[src/rtl/fma_pkg.sv]
package fma_pkg;

  localparam int FIELD_W = 64;
  localparam int AMT_W   = 16;

  typedef logic [FIELD_W-1:0] field_t;

  // Right shift that ORs every bit pushed out into bit 0 of the result.
  function automatic field_t sticky_shr(input field_t v, input logic [AMT_W-1:0] amt);
    field_t mask;
    field_t res;
    if (amt >= AMT_W'(FIELD_W)) begin
      res    = '0;
      res[0] = |v;
    end else begin
      mask   = ~({FIELD_W{1'b1}} << amt);
      res    = v >> amt;
      res[0] = res[0] | (|(v & mask));
    end
    return res;
  endfunction

  // Zeros above the leading one, counted from bit FIELD_W-2 downward.
  function automatic logic [6:0] lead_zeros(input field_t v);
    logic [6:0] n;
    logic       seen;
    n    = '0;
    seen = 1'b0;
    for (int i = FIELD_W - 2; i >= 0; i--) begin
      if (!seen) begin
        if (v[i]) seen = 1'b1;
        else      n    = n + 7'd1;
      end
    end
    return n;
  endfunction

endpackage

[src/rtl/fma_mul_stage.sv]
module fma_mul_stage
  import fma_pkg::*;
#(
  parameter int MAN_W = 24,
  parameter int EXP_W = 10,
  parameter int XW    = EXP_W + 2
) (
  input  logic                    clk,
  input  logic                    rst_n,
  input  logic                    in_valid,
  input  logic signed [EXP_W-1:0] exp_a,
  input  logic        [MAN_W-1:0] man_a,
  input  logic signed [EXP_W-1:0] exp_b,
  input  logic        [MAN_W-1:0] man_b,
  input  logic                    prod_sign,
  input  logic signed [EXP_W-1:0] exp_c,
  input  logic        [MAN_W-1:0] man_c,
  input  logic                    add_sign,
  input  logic                    add_zero,
  input  logic                    round_down,
  output logic                    out_valid,
  output field_t                  p_field,
  output logic signed [XW-1:0]    p_exp,
  output logic                    p_sign,
  output field_t                  z_field,
  output logic signed [XW-1:0]    z_exp,
  output logic                    z_sign,
  output logic                    z_zero,
  output logic                    rd_q
);

  localparam int PROD_W   = 2 * MAN_W;
  localparam int PROD_LSH = FIELD_W - PROD_W;
  localparam int Z_LSH    = FIELD_W - 1 - MAN_W;

  logic [PROD_W-1:0]    prod;
  field_t               prod_wide;
  logic                 prod_carry;
  field_t               prod_norm;
  logic signed [XW-1:0] ea_x, eb_x, ec_x;
  logic signed [XW-1:0] prod_exp;

  assign prod       = man_a * man_b;
  assign prod_wide  = field_t'(prod) << PROD_LSH;
  assign prod_carry = prod_wide[FIELD_W-1];
  assign prod_norm  = prod_carry ? (prod_wide >> 1) : prod_wide;
  assign ea_x       = XW'(exp_a);
  assign eb_x       = XW'(exp_b);
  assign ec_x       = XW'(exp_c);
  assign prod_exp   = ea_x + eb_x + {{(XW-1){1'b0}}, prod_carry};

  always_ff @(posedge clk or negedge rst_n) begin
    if (!rst_n) begin
      out_valid <= 1'b0;
      p_field   <= '0;
      p_exp     <= '0;
      p_sign    <= 1'b0;
      z_field   <= '0;
      z_exp     <= '0;
      z_sign    <= 1'b0;
      z_zero    <= 1'b0;
      rd_q      <= 1'b0;
    end else begin
      out_valid <= in_valid;
      if (in_valid) begin
        p_field <= prod_norm;
        p_exp   <= prod_exp;
        p_sign  <= prod_sign;
        z_field <= field_t'(man_c) << Z_LSH;
        z_exp   <= ec_x;
        z_sign  <= add_sign;
        z_zero  <= add_zero;
        rd_q    <= round_down;
      end
    end
  end


  p_lead_chk: assert property (@(posedge clk) disable iff (!rst_n)
    out_valid |-> (p_field[FIELD_W-1:FIELD_W-2] == 2'b01));

endmodule

[src/rtl/fma_align_add.sv]
module fma_align_add
  import fma_pkg::*;
#(
  parameter int XW = 12
) (
  input  logic                 clk,
  input  logic                 rst_n,
  input  logic                 in_valid,
  input  field_t               p_field,
  input  logic signed [XW-1:0] p_exp,
  input  logic                 p_sign,
  input  field_t               z_field,
  input  logic signed [XW-1:0] z_exp,
  input  logic                 z_sign,
  input  logic                 z_zero,
  input  logic                 rd_q,
  output logic                 s_valid,
  output field_t               s_field,
  output logic signed [XW-1:0] s_exp,
  output logic                 s_sign,
  output logic                 s_zero
);

  logic signed [XW:0]   exp_diff;
  logic                 z_ahead;
  logic        [XW:0]   diff_mag;
  logic [AMT_W-1:0]     align_amt;
  field_t               p_al, z_al;
  logic signed [XW-1:0] big_exp;
  logic                 same_sign;
  field_t               raw_sum;
  logic                 add_carry;
  logic                 p_larger;
  field_t               mag_diff;
  logic                 cancel;

  field_t               nx_field;
  logic signed [XW-1:0] nx_exp;
  logic                 nx_sign;
  logic                 nx_zero;

  assign exp_diff  = {p_exp[XW-1], p_exp} - {z_exp[XW-1], z_exp};
  assign z_ahead   = exp_diff[XW];
  assign diff_mag  = z_ahead ? (-exp_diff) : exp_diff;
  assign align_amt = AMT_W'(diff_mag);
  assign p_al      = z_ahead ? sticky_shr(p_field, align_amt) : p_field;
  assign z_al      = z_ahead ? z_field : sticky_shr(z_field, align_amt);
  assign big_exp   = z_ahead ? z_exp : p_exp;
  assign same_sign = (p_sign == z_sign);
  assign raw_sum   = p_al + z_al;
  assign add_carry = raw_sum[FIELD_W-1];
  assign p_larger  = (p_al > z_al);
  assign mag_diff  = p_larger ? (p_al - z_al) : (z_al - p_al);
  assign cancel    = !same_sign && (mag_diff == '0);

  always_comb begin
    nx_field = p_field;
    nx_exp   = p_exp;
    nx_sign  = p_sign;
    nx_zero  = 1'b0;
    if (!z_zero) begin
      if (same_sign) begin
        nx_sign = p_sign;
        if (add_carry) begin
          nx_field = sticky_shr(raw_sum, AMT_W'(1));
          nx_exp   = big_exp + XW'(1);
        end else begin
          nx_field = raw_sum;
          nx_exp   = big_exp;
        end
      end else if (cancel) begin
        nx_field = '0;
        nx_exp   = '0;
        nx_sign  = rd_q;
        nx_zero  = 1'b1;
      end else begin
        nx_field = mag_diff;
        nx_exp   = big_exp;
        nx_sign  = p_larger ? p_sign : z_sign;
      end
    end
  end

  always_ff @(posedge clk or negedge rst_n) begin
    if (!rst_n) begin
      s_valid <= 1'b0;
      s_field <= '0;
      s_exp   <= '0;
      s_sign  <= 1'b0;
      s_zero  <= 1'b0;
    end else begin
      s_valid <= in_valid;
      if (in_valid) begin
        s_field <= nx_field;
        s_exp   <= nx_exp;
        s_sign  <= nx_sign;
        s_zero  <= nx_zero;
      end
    end
  end


  sum_fit_chk: assert property (@(posedge clk) disable iff (!rst_n)
    s_valid && !s_zero |-> !s_field[FIELD_W-1]);


  cancel_field_chk: assert property (@(posedge clk) disable iff (!rst_n)
    s_valid && s_zero |-> (s_field == '0));


  sub_nonzero_chk: assert property (@(posedge clk) disable iff (!rst_n)
    s_valid && !s_zero |-> (s_field != '0));

endmodule

[src/rtl/fma_norm_pack.sv]
module fma_norm_pack
  import fma_pkg::*;
#(
  parameter int XW    = 12,
  parameter int OUT_W = 27
) (
  input  logic                 clk,
  input  logic                 rst_n,
  input  logic                 in_valid,
  input  field_t               s_field,
  input  logic signed [XW-1:0] s_exp,
  input  logic                 s_sign,
  input  logic                 s_zero,
  output logic                 done,
  output logic                 res_sign,
  output logic signed [XW-1:0] res_exp,
  output logic [OUT_W-1:0]     res_man,
  output logic                 res_zero
);

  localparam int COMP_SH = FIELD_W - 1 - OUT_W;

  logic [6:0]           lz_cnt;
  field_t               normed;
  field_t               packed_f;
  logic signed [XW-1:0] norm_exp;

  assign lz_cnt   = s_zero ? 7'd0 : lead_zeros(s_field);
  assign normed   = s_field << lz_cnt;
  assign norm_exp = s_exp - XW'(lz_cnt);
  assign packed_f = sticky_shr(normed, AMT_W'(COMP_SH));

  always_ff @(posedge clk or negedge rst_n) begin
    if (!rst_n) begin
      done     <= 1'b0;
      res_sign <= 1'b0;
      res_exp  <= '0;
      res_man  <= '0;
      res_zero <= 1'b0;
    end else begin
      done <= in_valid;
      if (in_valid) begin
        res_sign <= s_sign;
        res_zero <= s_zero;
        res_exp  <= s_zero ? '0 : norm_exp;
        res_man  <= s_zero ? '0 : packed_f[OUT_W-1:0];
      end
    end
  end


  pack_width_chk: assert property (@(posedge clk) disable iff (!rst_n)
    in_valid |-> (packed_f[FIELD_W-1:OUT_W] == '0));


  norm_lead_chk: assert property (@(posedge clk) disable iff (!rst_n)
    done && !res_zero |-> res_man[OUT_W-1]);


  zero_man_chk: assert property (@(posedge clk) disable iff (!rst_n)
    done && res_zero |-> (res_man == '0) && (res_exp == '0));

endmodule

[src/rtl/fma_core.sv]
module fma_core
  import fma_pkg::*;
#(
  parameter int MAN_W = 24,
  parameter int EXP_W = 10,
  parameter int XW    = EXP_W + 2,
  parameter int OUT_W = MAN_W + 3
) (
  input  logic                    clk,
  input  logic                    rst_n,
  input  logic                    start,
  input  logic signed [EXP_W-1:0] exp_a,
  input  logic        [MAN_W-1:0] man_a,
  input  logic signed [EXP_W-1:0] exp_b,
  input  logic        [MAN_W-1:0] man_b,
  input  logic                    prod_sign,
  input  logic signed [EXP_W-1:0] exp_c,
  input  logic        [MAN_W-1:0] man_c,
  input  logic                    add_sign,
  input  logic                    add_zero,
  input  logic                    round_down,
  output logic                    done,
  output logic                    res_sign,
  output logic signed [XW-1:0]    res_exp,
  output logic [OUT_W-1:0]        res_man,
  output logic                    res_zero
);

  logic                 m_valid;
  field_t               m_pfield, m_zfield;
  logic signed [XW-1:0] m_pexp, m_zexp;
  logic                 m_psign, m_zsign, m_zzero, m_rd;

  logic                 a_valid;
  field_t               a_field;
  logic signed [XW-1:0] a_exp;
  logic                 a_sign, a_zero;

  fma_mul_stage #(.MAN_W(MAN_W), .EXP_W(EXP_W), .XW(XW)) u_mul (
    .clk(clk), .rst_n(rst_n), .in_valid(start),
    .exp_a(exp_a), .man_a(man_a), .exp_b(exp_b), .man_b(man_b),
    .prod_sign(prod_sign), .exp_c(exp_c), .man_c(man_c),
    .add_sign(add_sign), .add_zero(add_zero), .round_down(round_down),
    .out_valid(m_valid), .p_field(m_pfield), .p_exp(m_pexp), .p_sign(m_psign),
    .z_field(m_zfield), .z_exp(m_zexp), .z_sign(m_zsign), .z_zero(m_zzero),
    .rd_q(m_rd)
  );

  fma_align_add #(.XW(XW)) u_add (
    .clk(clk), .rst_n(rst_n), .in_valid(m_valid),
    .p_field(m_pfield), .p_exp(m_pexp), .p_sign(m_psign),
    .z_field(m_zfield), .z_exp(m_zexp), .z_sign(m_zsign), .z_zero(m_zzero),
    .rd_q(m_rd),
    .s_valid(a_valid), .s_field(a_field), .s_exp(a_exp), .s_sign(a_sign),
    .s_zero(a_zero)
  );

  fma_norm_pack #(.XW(XW), .OUT_W(OUT_W)) u_norm (
    .clk(clk), .rst_n(rst_n), .in_valid(a_valid),
    .s_field(a_field), .s_exp(a_exp), .s_sign(a_sign), .s_zero(a_zero),
    .done(done), .res_sign(res_sign), .res_exp(res_exp), .res_man(res_man),
    .res_zero(res_zero)
  );


  latency_chk: assert property (@(posedge clk) disable iff (!rst_n)
    start |-> ##3 done);


  no_spurious_done_chk: assert property (@(posedge clk) disable iff (!rst_n)
    done |-> $past(start, 3));


  zero_sign_chk: assert property (@(posedge clk) disable iff (!rst_n)
    done && res_zero |-> (res_sign == $past(round_down, 3)));


  reset_quiet_chk: assert property (@(posedge clk)
    !rst_n |-> !done && (res_man == '0));

endmodule

[config.mk]
export PLATFORM = sky130hd
export DESIGN_NAME = fma_core
export DESIGN_NICKNAME = d
export VERILOG_FILES = /design/src/rtl/fma_pkg.sv /design/src/rtl/fma_mul_stage.sv /design/src/rtl/fma_align_add.sv /design/src/rtl/fma_norm_pack.sv /design/src/rtl/fma_core.sv
export SDC_FILE = /design/constraint.sdc
export NUM_CORES = 2
export LEC_CHECK = 0
export ABC_AREA = 1
export BUFFER_PORTS_ARGS = -buffer_cell sky130_fd_sc_hd__buf_2
export CAP_MARGIN = 15
export CELL_PAD_IN_SITES_DETAIL_PLACEMENT = 1
export CELL_PAD_IN_SITES_GLOBAL_PLACEMENT = 2
export CORE_ASPECT_RATIO = 1.4
export CORE_MARGIN = 2
export CORE_UTILIZATION = 32
export CTS_CLUSTER_DIAMETER = 100
export CTS_CLUSTER_SIZE = 12
export DETAILED_ROUTE_END_ITERATION = 7
export GPL_ROUTABILITY_DRIVEN = 0
export PLACE_DENSITY = 0.86
export SLEW_MARGIN = 20
export SYNTH_ARGS = -nofsm -noshare
export SYNTH_HDL_FRONTEND = slang
export SYNTH_HIERARCHICAL = 1
export SYNTH_SLANG_ARGS = --single-unit
[constraint.sdc]
create_clock -name clk -period 33.9 [get_ports clk]
set_clock_uncertainty 0.05 [all_clocks]
set_input_delay 1.695 -clock clk [delete_from_list [all_inputs] [get_ports clk]]
set_output_delay 1.695 -clock clk [all_outputs]
set_load 0.1 [all_outputs]
Yosys cells after proc, flatten, opt, wreduce, memory -nomap -nowiden
Index checks and enable logic that the tools add are counted.
{"block": "word_totals", "register_bits": 236, "latch_bits": 0, "ram_bits": 0, "romBits": 0, "inputBits": 109, "output_inout_bits": 42, "n_memories": 0}
{"block": "op_classes", "addsub": 71, "multipliers": 1, "n_div": 0, "magnitude_cmp": 2, "eq_ne": 1, "n_shift": 4, "n_mux": 274, "n_bitwise": 7, "n_reduce_logical": 8}
{"op": "two-way mux 7 bit", "n": 125}
{"op": "two-way mux 64 bit", "n": 8}
{"op": "adder 7 x 1 -> 7 bit (second input constant)", "n": 61}
{"op": "OR reduction 64 bit", "n": 3}
{"op": "two-way mux 1 bit", "n": 131}
{"op": "subtractor 64 bit", "n": 2}
{"op": "two-way mux 63 bit", "n": 2}
{"op": "two-way mux 12 bit", "n": 6}
{"op": "adder 64 bit", "n": 1}
{"op": "bitwise AND 63 x 64 -> 64 bit", "n": 1}
{"op": "bitwise AND 64 bit", "n": 1}
{"op": "greater-than comparator 64 bit", "n": 1}
{"op": "logical NOT 64 bit", "n": 1}
{"op": "NOT 64 bit", "n": 1}
{"op": "<< shifter 64 x 13 -> 64 bit (first input constant)", "n": 1}
{"op": "<< shifter 64 x 7 -> 63 bit", "n": 1}
{"op": ">> shifter 63 x 13 -> 64 bit", "n": 1}
{"op": ">> shifter 64 x 13 -> 64 bit", "n": 1}
{"op": "multiplier 24 x 24 -> 48 bit", "n": 1}
{"op": "OR reduction 36 bit", "n": 1}
{"op": "two-way mux 27 bit", "n": 1}
{"op": "OR reduction 24 bit", "n": 1}
{"op": ">= comparator 13 x 7 -> 1 bit (second input constant)", "n": 1}
{"op": "two-way mux 13 bit", "n": 1}
{"op": "11 further kinds", "n": 14}

Depth between registers and ports, before layout
{"block": "depth", "word_depth": 192, "ltp_mapped": 223}

Modules after synthesis
The synthesis kept the hierarchy.
{"module": "fma_align_add", "n_inst": 1, "cells_per_inst": 6321, "area_per_inst_um2": 32486.2, "seq_area_each_um2": 1976.9}
{"module": "fma_mul_stage", "n_inst": 1, "cells_per_inst": 3418, "area_per_inst_um2": 25517.0, "seq_area_each_um2": 2477.4}
{"module": "fma_norm_pack", "n_inst": 1, "cells_per_inst": 2726, "area_per_inst_um2": 15152.0, "seq_area_each_um2": 1051.0}

Worst setup path after synthesis
OpenSTA, ideal clock, no wires.
{"block": "synth_path", "kind": "register to register", "from": "register u_add.s_field[61]", "to": "register u_norm.res_exp[11]", "arrival_ps": 33707, "t_required_ps": 33754, "path_slack_ps": 47, "path_stages_with_launch": 224, "path_buffers": 4, "path_cell_list": "dfrtp_1 -> inv_1 -> a21oi_1 -> ha_1 -> o21ai_0 -> inv_1 -> ha_1 -> o21ai_0 -> inv_1 -> ha_1 -> o21a_1 -> ha_1 -> a21oi_1 -> nand2_1 -> nand2_1 -> inv_1 -> ha_1 -> nand2_1 -> [... 188 more ...] -> buf_12 -> buf_12 -> buf_12 -> ha_1 -> nand2_1 -> nor2_1 -> a211oi_1 -> nor2_1 -> nor2_1 -> o21bai_1 -> inv_1 -> nor2_1 -> inv_1 -> o21ai_0 -> nor2_1 -> nand3_1 -> xor2_1 -> o31ai_1"}
{"block": "synth_between", "elab_chain_len": 188, "word_cells_on_any_way": 250}
{"element": "start: declaration", "line": "fma_align_add.sv:18", "text": "output field_t s_field,"}
{"element": "start signal: assignment", "line": "fma_align_add.sv:94", "text": "s_field <= nx_field;"}
{"element": "two-way mux 7 bit", "line": "fma_pkg.sv:31", "text": "if (v[i]) seen = 1'b1;"}
{"element": "two-way mux 7 bit", "line": "fma_pkg.sv:30", "text": "if (!seen) begin"}
{"element": "adder 7 x 1 -> 7 bit", "line": "fma_pkg.sv:32", "text": "else n = n + 7'd1;"}
{"element": "two-way mux 7 bit", "line": "fma_pkg.sv:31"}
{"element": "two-way mux 7 bit", "line": "fma_pkg.sv:30"}
{"element": "adder 7 x 1 -> 7 bit", "line": "fma_pkg.sv:32"}
{"element": "two-way mux 7 bit", "line": "fma_pkg.sv:31"}
{"element": "two-way mux 7 bit", "line": "fma_pkg.sv:30"}
{"element": "[... 172 more ...]"}
{"element": "two-way mux 7 bit", "line": "fma_pkg.sv:31"}
{"element": "two-way mux 7 bit", "line": "fma_pkg.sv:30"}
{"element": "adder 7 x 1 -> 7 bit", "line": "fma_pkg.sv:32"}
{"element": "two-way mux 7 bit", "line": "fma_pkg.sv:31"}
{"element": "two-way mux 7 bit *", "line": "fma_pkg.sv:30"}
{"element": "two-way mux 7 bit *", "line": "fma_norm_pack.sv:28", "text": "assign lz_cnt = s_zero ? 7'd0 : lead_zeros(s_field);"}
{"element": "subtractor 12 x 7 -> 12 bit *", "line": "fma_norm_pack.sv:30", "text": "assign norm_exp = s_exp - XW'(lz_cnt);"}
{"element": "two-way mux 12 bit *", "line": "fma_norm_pack.sv:45", "text": "res_exp <= s_zero ? '0 : norm_exp;"}
{"element": "end signal: assignment", "line": "fma_norm_pack.sv:45"}
{"element": "end: declaration", "line": "fma_norm_pack.sv:16", "text": "output logic signed [XW-1:0] res_exp,"}
Mark *: on every way between the ends. The rest lies on a longest branch, timed or not.
A chain may end at the register's enable or synchronous reset.

Worst setup path after layout
{"block": "layout_path", "from": "register u_add.s_field[61]", "to": "register u_norm.res_man[0]"}
{"block": "layout_between", "elab_chain_len": 190, "word_cells_on_any_way": 252}
{"element": "two-way mux 7 bit", "line": "fma_pkg.sv:31"}
{"element": "two-way mux 7 bit", "line": "fma_pkg.sv:30"}
{"element": "adder 7 x 1 -> 7 bit", "line": "fma_pkg.sv:32"}
{"element": "two-way mux 7 bit", "line": "fma_pkg.sv:31"}
{"element": "two-way mux 7 bit", "line": "fma_pkg.sv:30"}
{"element": "adder 7 x 1 -> 7 bit", "line": "fma_pkg.sv:32"}
{"element": "two-way mux 7 bit", "line": "fma_pkg.sv:31"}
{"element": "two-way mux 7 bit", "line": "fma_pkg.sv:30"}
{"element": "[... 174 more ...]"}
{"element": "adder 7 x 1 -> 7 bit", "line": "fma_pkg.sv:32"}
{"element": "two-way mux 7 bit", "line": "fma_pkg.sv:31"}
{"element": "two-way mux 7 bit", "line": "fma_pkg.sv:30"}
{"element": "two-way mux 7 bit", "line": "fma_norm_pack.sv:28"}
{"element": "<< shifter 64 x 7 -> 63 bit *", "line": "fma_norm_pack.sv:29", "text": "assign normed = s_field << lz_cnt;"}
{"element": "OR reduction 36 bit", "line": "fma_pkg.sv:18", "text": "res[0] = res[0] | (|(v & mask));"}
{"element": "OR 1 bit *", "line": "fma_pkg.sv:18"}
{"element": "two-way mux 27 bit *", "line": "fma_norm_pack.sv:46", "text": "res_man <= s_zero ? '0 : packed_f[OUT_W-1:0];"}
{"element": "end signal: assignment", "line": "fma_norm_pack.sv:46"}
{"element": "end: declaration", "line": "fma_norm_pack.sv:17", "text": "output logic [OUT_W-1:0] res_man,"}
Marked as above.

==> flow_summary_export.csv <==
group,metric,value,unit
status,outcome,"completed",
job,cap_viol_max_count,0,
floorplanning,coreArea,227000,sq um
finish,final_nets,13600,
placed_design,place_hpwl,319,mm
sta,tns,0,ns
floorplanning,die_area,232000,sq um
synth,synth.avg_cell_area,5.87,sq um
finish,seqCellArea,5480,sq um
routing,drt_wl_total,395,mm
floorplanning,die_h,570,microns
worst_setup_path,path_class,"reg -> reg",
clock_network,cts-hold-fix-buffers,0,
clock_network,cts_max_level,1,
placed_design,pre_cts_ws,-2.30,ns
placed_design,dpl_cell_area,77100,sq um
global_route,grt_antenna_before_repair,45,
worst_setup_path,critPathMaxStageDelay,0.39,ns
global_route,track_usage,33.2,%
clock_network,cts_buffers,22,
min_path,min_path_type,"reg -> reg",
sta,worstMarginPinSlew,1.40,ns
worst_setup_path,crit_buf_inv,64,
sta,post-route-min-period,32.55,ns
synth,synth_cells,12500,
routing,vias,86400,
routing,avgRoutedWirePerCell,25.4,microns
floorplanning,rows,207,
global_route,grt_max_degree,104,
worst_setup_path,start_kind,"flip-flop",
routing,drt_iter0_drc,6269,
finish,final_area,79200,sq um
sta,setup_violations,0,
worst_setup_path,worstPathArrival,33.05,ns
routing,viasPerCell,5.55,
worst_setup_path,path_common_cell,"nand2_1",
routing,route.detailed.drc,0,
finish,drive_gt1_share,9.77,%
global_route,first_global_vias,91000,
sta,hold_viol,0,
finish,final_common_cell,"nand2_1",
clock_network,clock-sinks,219,
finish,area_delta_synth_final,8.37,%
worst_setup_path,crit_path_end_kind,"flip-flop",
worst_setup_path,crit_fanout,20,
clock_network,clockBufferDepth,3,
floorplanning,die_w,408,microns
sta,maxSlewHeadroom,6.62,%
sta,fmax,0.0307,GHz
worst_setup_path,worst_r2r_path_depth,240,
sta,maxSlewViolCount,0,
routing,firstDrtPassIters,6,
sta,fin_crit_sh,96.0,%
clock_network,path_clk_slew,0.07,ns
global_route,grt_pass1_wl,579,mm
finish,final_cell_mix,"nand2_1, inv_1, nand3_1, nor2_1, a21oi_1",
synth,ys.warnings.count,6,
global_route,grt_overflow,0,
worst_setup_path,crit_family,"adder cells",
min_path,holdPathStages,2,
routing,ant_nets,0,
floorplanning,initial_utilization,32.2,%
placed_design,port_buffers,150,
worst_setup_path,path_depth,240,
worst_setup_path,worst_path_max_delay_cell,"dfrtp_1",
clock_network,cts_tree,"done",
finish,fill_cells,30600,
finish,multi_input_area,57000,sq um
floorplanning,top_level_ports,151,
synth,synthesis.area,73100,sq um
clock_network,clkLatencyLatePin,0.65,ns
worst_setup_path,required,34.39,ns
sta,layout_setup_ws,1.35,ns
clock_network,cts_root_buf,"clkbuf_16",
[per-layer routing]
layer | GRT usage [%] | vias up | wire length [microns]
li1 | - | 39000 | -
met1 | 33.9 | 42200 | 138000
met2 | 56.5 | 3545 | 188000
met3 | 8.11 | 1616 | 26800
met4 | 29.8 | 28 | 42800
met5 | 0 | - | 190
[worst reg2reg max path, delay by kind of cell, from the launching register on]
kind            cells  cell delay (ns)
mux                 2             0.25
fa+ha+maj          51            13.01
simple gates      110            10.67
compound gates     13             1.82
flops               1             0.39
buf+inv            64             6.20
[final cells by class]
| class | instances | share of cell area, % |
|---|---|---|
| clock inverter | 2 | 0.0474 |
| timing repair buffer | 547 | 4.96 |
| inverter | 2207 | 10.6 |
| antenna | 21 | 0.0663 |
| sequential | 219 | 6.92 |
| tap | 3030 | 4.78 |
| multi-input combinational | 9510 | 71.9 |
| clock buffer | 27 | 0.731 |
[metrics by stage]
step / cells / util [%] / hold slack, ns
global placement: 15400 / 33.9 / 0.406
detailed placement: 15400 / 33.9 / 0.412
floorplan: 12500 / - / 0.322
CTS: 15500 / 34.5 / 0.428
global route: 15500 / 34.9 / 0.456
finish: 15600 / 34.9 / 0.424
[state kept, by name, indices dropped and copies added (netlist names)]
| register | flops |
|---|---|
| u_add/s_field | 63 |
| u_mul/p_field | 48 |
| u_norm/res_man | 27 |
| u_mul/z_field | 24 |
| u_add/s_exp | 12 |
| u_mul/p_exp | 12 |
| u_norm/res_exp | 12 |
| u_mul/z_exp | 10 |
| u_add/s_sign | 1 |
| u_add/s_valid | 1 |
| u_add/s_zero | 1 |
| u_mul/out_valid | 1 |
| u_mul/p_sign | 1 |
| u_mul/rd_q | 1 |
| u_mul/z_sign | 1 |
| u_mul/z_zero | 1 |
| u_norm/done | 1 |
| u_norm/res_sign | 1 |
| u_norm/res_zero | 1 |
[what timing repair did]
item                       in CTS  in global routing
resized for setup              54                 94
setup buffers                  48                 13
cloned                          0                  0
pin swaps                      53                 69
setup endpoints to repair      38                 38
[worst paths after layout]
kind | start | end | slack (ns)
min in group asynchronous | rst_n | u_norm/res_man[2] | 0.97
max in group asynchronous | rst_n | u_mul/z_field[45] | 31.30
hold reg to reg | u_mul/z_exp[7] | u_mul/z_exp[7] | 0.42
setup / recovery | u_add/s_field[61] | u_norm/res_man[0] | 1.35
setup reg to reg | u_add/s_field[61] | u_norm/res_man[0] | 1.35
hold / removal | u_mul/z_exp[7] | u_mul/z_exp[7] | 0.42
Power is not shown: default switching activity piles up to over one toggle a cycle in this logic, so the estimate is an artifact.
